===== config.mk =====
export PLATFORM = sky130hd
export DESIGN_NAME = ping_pong_demux
export DESIGN_NICKNAME = d
export VERILOG_FILES = /design/src/rtl/dmx_pkg.sv /design/src/rtl/dmx_sync_edge.sv /design/src/rtl/dmx_lane_phase.sv /design/src/rtl/dmx_delay_line.sv /design/src/rtl/ping_pong_demux.sv
export SDC_FILE = /design/constraint.sdc
export NUM_CORES = 1
export LEC_CHECK = 0
export CAP_MARGIN = 15
export CORE_MARGIN = 2
export CORE_UTILIZATION = 53
export DETAILED_ROUTE_END_ITERATION = 6
export PLACE_DENSITY = 0.88
export SLEW_MARGIN = 20
export SYNTH_ARGS = -nofsm -noshare
export SYNTH_HDL_FRONTEND = slang
export SYNTH_HIERARCHICAL = 1
export SYNTH_SLANG_ARGS = --single-unit
export TNS_END_PERCENT = 1

===== constraint.sdc =====
create_clock -name clk -period 1.7 [get_ports clk]
set_input_delay 0.34 -clock clk [delete_from_list [all_inputs] [get_ports clk]]
set_output_delay 0.34 -clock clk [all_outputs]
set_load 0.005 [all_outputs]

===== src/rtl/dmx_pkg.sv =====
package dmx_pkg;
  // per-sample tag travelling alongside the code
  typedef struct packed {
    logic vld;   // stage holds a captured sample
    logic lane;  // 0: port A, 1: port B
    logic bad;   // replaced by filler in dual-port mode
  } tag_t;
endpackage


===== src/rtl/dmx_sync_edge.sv =====
module dmx_sync_edge (
  input  logic clk,
  input  logic rst,
  input  logic sync_in,
  output logic fall_o
);
  logic sync_q;

  always_ff @(posedge clk) begin
    if (rst) sync_q <= 1'b0;
    else     sync_q <= sync_in;
  end

  // high at the previous edge, low at this one
  assign fall_o = sync_q & ~sync_in;
endmodule


===== src/rtl/dmx_lane_phase.sv =====
module dmx_lane_phase (
  input  logic clk,
  input  logic rst,
  input  logic seed_i,
  input  logic fall_i,
  output logic lane_o,
  output logic bad_o
);
  logic phase_q;
  logic pend_q;
  logic conflict;

  // a sync forces the current sample onto lane 1
  assign lane_o   = fall_i ? 1'b1 : phase_q;
  assign conflict = fall_i & ~phase_q;
  assign bad_o    = conflict | pend_q;

  always_ff @(posedge clk) begin
    if (rst) begin
      phase_q <= seed_i;
      pend_q  <= 1'b0;
    end else begin
      phase_q <= ~lane_o;
      pend_q  <= conflict;
    end
  end
endmodule


===== src/rtl/dmx_delay_line.sv =====
module dmx_delay_line
  import dmx_pkg::*;
#(
  parameter int unsigned W     = 8,
  parameter int unsigned DEPTH = 5
) (
  input  logic         clk,
  input  logic         rst,
  input  logic [W-1:0] code_i,
  input  tag_t         tag_i,
  output logic [W-1:0] code_o [DEPTH],
  output tag_t         tag_o  [DEPTH]
);
  for (genvar i = 0; i < DEPTH; i++) begin : g_stage
    if (i == 0) begin : g_head
      always_ff @(posedge clk) begin
        if (rst) begin
          code_o[0] <= '0;
          tag_o[0]  <= '0;
        end else begin
          code_o[0] <= code_i;
          tag_o[0]  <= tag_i;
        end
      end
    end else begin : g_body
      always_ff @(posedge clk) begin
        if (rst) begin
          code_o[i] <= '0;
          tag_o[i]  <= '0;
        end else begin
          code_o[i] <= code_o[i-1];
          tag_o[i]  <= tag_o[i-1];
        end
      end
    end
  end
endmodule


===== src/rtl/ping_pong_demux.sv =====
module ping_pong_demux
  import dmx_pkg::*;
#(
  parameter int unsigned CODE_W     = 8,
  parameter int unsigned LAT_SINGLE = 4,
  parameter int unsigned LAT_DUAL   = 5,
  parameter logic [CODE_W-1:0] FILL_CODE = 8'h80
) (
  input  logic              clk,
  input  logic              rst,
  input  logic              seed_phase,
  input  logic              mode_single,
  input  logic              sync_in,
  input  logic [CODE_W-1:0] din,
  output logic [CODE_W-1:0] port_a,
  output logic              a_valid,
  output logic [CODE_W-1:0] port_b,
  output logic              b_valid
);
  // the output register adds one edge beyond the tap
  localparam int unsigned DEPTH  = LAT_DUAL;
  localparam int unsigned TAP_SP = LAT_SINGLE - 1;
  localparam int unsigned TAP_DP = LAT_DUAL - 1;

  logic              fall;
  logic              lane;
  logic              bad;
  tag_t              in_tag;
  logic [CODE_W-1:0] st_code [DEPTH];
  tag_t              st_tag  [DEPTH];
  logic [CODE_W-1:0] sel_code;
  tag_t              sel_tag;
  logic [CODE_W-1:0] dual_code;

  dmx_sync_edge u_sync (
    .clk     (clk),
    .rst     (rst),
    .sync_in (sync_in),
    .fall_o  (fall)
  );

  dmx_lane_phase u_phase (
    .clk    (clk),
    .rst    (rst),
    .seed_i (seed_phase),
    .fall_i (fall),
    .lane_o (lane),
    .bad_o  (bad)
  );

  assign in_tag = '{vld: 1'b1, lane: lane, bad: bad};

  dmx_delay_line #(
    .W     (CODE_W),
    .DEPTH (DEPTH)
  ) u_pipe (
    .clk    (clk),
    .rst    (rst),
    .code_i (din),
    .tag_i  (in_tag),
    .code_o (st_code),
    .tag_o  (st_tag)
  );

  always_comb begin
    if (mode_single) begin
      sel_code = st_code[TAP_SP];
      sel_tag  = st_tag[TAP_SP];
    end else begin
      sel_code = st_code[TAP_DP];
      sel_tag  = st_tag[TAP_DP];
    end
  end

  assign dual_code = sel_tag.bad ? FILL_CODE : sel_code;

  always_ff @(posedge clk) begin
    if (rst) begin
      port_a  <= '0;
      port_b  <= '0;
      a_valid <= 1'b0;
      b_valid <= 1'b0;
    end else begin
      a_valid <= 1'b0;
      b_valid <= 1'b0;
      if (sel_tag.vld) begin
        if (mode_single) begin
          port_a  <= sel_code;
          a_valid <= 1'b1;
        end else if (!sel_tag.lane) begin
          port_a  <= dual_code;
          a_valid <= 1'b1;
        end else begin
          port_b  <= dual_code;
          b_valid <= 1'b1;
        end
      end
    end
  end
endmodule


==> results.py <==
metrics = {
    "status": {
        "status": "finished, final reports clean",
    },
    "pwr": {
        "p_per_area_mw_per_mm2": 1180,
        "vdd_ir_drop_max_mv": 0.760,
        "p_leak_nw": 1.16,
    },
    "worst_setup_path": {
        "slowest_delay_ns": 0.52,
        "cp_num_buf_inv": 1,
        "cp.required_ns": 1.36,
        "cp_max_fo": 2,
        "critPathTopFamily": "buffers and inverters",
        "critPathKind": "reg2out",
        "arrival_ns": 1.21,
        "endpoint_kind": "output port",
        "start_kind": "register",
        "path_cells": "clkdlybuf4s50_1",
        "crit_slowest_cell": "clkdlybuf4s50_1",
    },
    "synthesis": {
        "ys_types": 25,
        "synth-xor-area-share": 0,
        "synth.cell_area_mm2": 0.00249,
        "syn_area_per_cell_um2": 11.4,
        "synthSimpleGateAreaFrac": 0.274,
        "yosysWarningCount": 6,
        "synthMuxAreaShare": 0,
        "synth_top_family_by_area": "simple AND/OR/NAND/NOR gates",
        "synthAdderAreaFrac": 0,
        "synth_nets": 232,
        "ys_ff_latch": 76,
        "yosysSeqAreaShare": 0.611,
        "syn_inst": 219,
        "synth_compound_area_frac": 0.0734,
    },
    "job": {
        "drv_cap": 0,
    },
    "clock_tree": {
        "clkSinkCount": 76,
        "cts_tree": "done",
        "cts_max_path_buffers": 2,
        "cts_htree_levels": 3,
        "cts_root_buf": "clkbuf_8",
        "cts_hold_buffers": 0,
        "clk_latency_ns": 0.33,
        "post_cts_buffers": 0,
        "numCtsBuffers": 9,
        "ctsResizeCount": 0,
        "cts.clk_slew.worst_paths_ns": 0.07,
    },
    "final_layout": {
        "ff_latch_area_mm2": 0.00152,
        "drive_gt1_frac": 0.232,
        "nFillCells": 321,
        "fin_nets": 267,
        "finalNonFillerCells": 311,
        "final_util": 0.690,
        "insertedDiodeCount": 0,
        "multi_input_area_um2": 868,
        "area_growth_pct": 23.2,
    },
    "detailed_routing": {
        "totalWireLength_um": 3610,
        "first_pass_iters": 4,
        "antenna_left": 0,
        "drt_iter0_drc": 104,
        "wl_per_cell_um": 11.6,
        "drc": 0,
        "viasPerCell": 4.79,
        "via_count": 1491,
    },
    "placement": {
        "routabilityCongestion": 0.773,
        "dp.cells": 295,
        "portBuffers": 30,
        "dp_hpwl_um": 2360,
    },
    "die": {
        "die_w_um": 72.5,
        "core_area_mm2": 0.00444,
        "rows": 24,
        "die_area_mm2": 0.00526,
        "pin_count": 31,
        "start_util": 0.560,
        "die_h_um": 72.5,
    },
    "grt": {
        "grt_start_max_net_pins": 47,
        "globalRouteTotalUtil": 0.161,
        "first_global_vias": 1421,
        "grt-ovfl-total": 0,
        "grt_pass1_wl_um": 6250,
        "antenna_found_initial": 0,
    },
    "worst_hold_path": {
        "holdCritPathClass": "reg2reg",
    },
    "sta": {
        "timing.final.crit_share": 0.913,
        "hold_slack_ns": 0.436,
        "finClkSkew_ns": 0.00734,
        "period_needed_ns": 1.55,
        "finalSetupTns_ns": 0,
        "maxSlewViolCount": 0,
        "rsz0062_at_grt": "no",
        "finalHoldViolCount": 0,
        "max_freq_mhz": 644,
        "setup_viol": 0,
    },
}
==> cell usage after synthesis (all sizes together) <==
library cell | instances | share of area
a21oi | 23 | 0.046
a221o | 1 | 0.0040
and2 | 1 | 0.0025
and3b | 1 | 0.0035
buf | 9 | 0.032
clkbuf | 3 | 0.0045
conb | 1 | 0.0015
dfxtp | 76 | 0.61
inv | 2 | 0.0030
nand2 | 11 | 0.017
nand2b | 2 | 0.0050
nand3 | 1 | 0.0020
nand3b | 7 | 0.021
nor2 | 3 | 0.0045
nor2b | 57 | 0.18
nor3 | 3 | 0.0060
nor3b | 8 | 0.026
o21ai | 1 | 0.0020
o31ai | 7 | 0.021
or2 | 1 | 0.0025
or3b | 1 | 0.0035
==> metal layers <==
metal | track usage | vias up | wire, µm
met3 | 0.0750 | 6 | 198
li1 | - | 787 | -
met4 | 0.0741 | 0 | 55
met5 | 0 | - | 0
met1 | 0.181 | 660 | 1600
met2 | 0.259 | 38 | 1760
==> sequential cells by signal, summed over array words and instances, names as in the netlist <==
signal / cells
u_sync/sync_q: 1
u_pipe/code_o: 40
port_a: 8
b_valid: 1
u_pipe/tag_o: 15
u_phase/pend_q: 1
a_valid: 1
port_b: 8
u_phase/phase_q: 1
==> power by group <==
part / internal [W] / switching (W) / leakage, nW / total (W)
combinational: 0.0000772 / 0.0000622 / 0.415 / 0.000139
sequential: 0.00182 / 0.0000124 / 0.619 / 0.00184
clock: 0.00105 / 0.000588 / 0.127 / 0.00164
==> path summary, 6_finish.rpt <==
check | from | to | slack, ns | cells past startpoint
min reg2reg | u_pipe/code_o[17] | u_pipe/code_o[9] | 0.44 | 1
max reg2reg | u_pipe/tag_o[2] | port_a[7] | 0.40 | 3
max | port_a[5] | port_a[5] | 0.15 | 1
min | u_pipe/code_o[17] | u_pipe/code_o[9] | 0.44 | 1
==> cell usage in the layout (no fill, tap or decap), types with 2 or more instances in the layout <==
cell and n:
nand2_1 11, nor2b_1 20, o31ai_1 7, nand3b_1 7, inv_1 2, dfxtp_1 76
nor2b_2 37, a21oi_1 23, clkbuf_8 11, nand2b_1 2, buf_4 5, bufinv_16 3
nor3b_1 7, nor3_1 3, nor2_1 3, clkdlybuf4s50_1 29
==> area by class of cell <==
cell class | count | area share
clock buffers | 12 | 0.0506
inverters | 2 | 0.00245
well taps | 52 | 0.0212
multi-input cells | 129 | 0.283
clock inverters | 4 | 0.0310
flip-flops and latches | 76 | 0.496
repair buffers | 36 | 0.115
==> stage by stage <==
| stage | setup slack (ns) | cell area, µm² | power (W) |
|---|---|---|---|
| floorplan | 0.435 | 2490 | 0.00197 |
| global placement | 0.0104 | 2820 | 0.00201 |
| detailed placement | -0.0375 | 2820 | 0.00202 |
| CTS | 0.114 | 3070 | 0.00366 |
| global route | 0.0660 | 3070 | 0.00377 |
| finish | 0.148 | 3070 | 0.00362 |
==> cells by family after synthesis <==
family,count (synthesis)
and+or+nand+nor,96
AOI/OAI and AO/OA,32
buffers and inverters,14
DFF,76
other,1
==> worst reg2reg max path, stage by stage (launching register included) <==
cell and delay [ns]:
dfxtp_1 0.35, or3b_1 0.40, a221o_1 0.35, a21oi_1 0.13
Note: power is estimated with default switching activity, not from simulation.
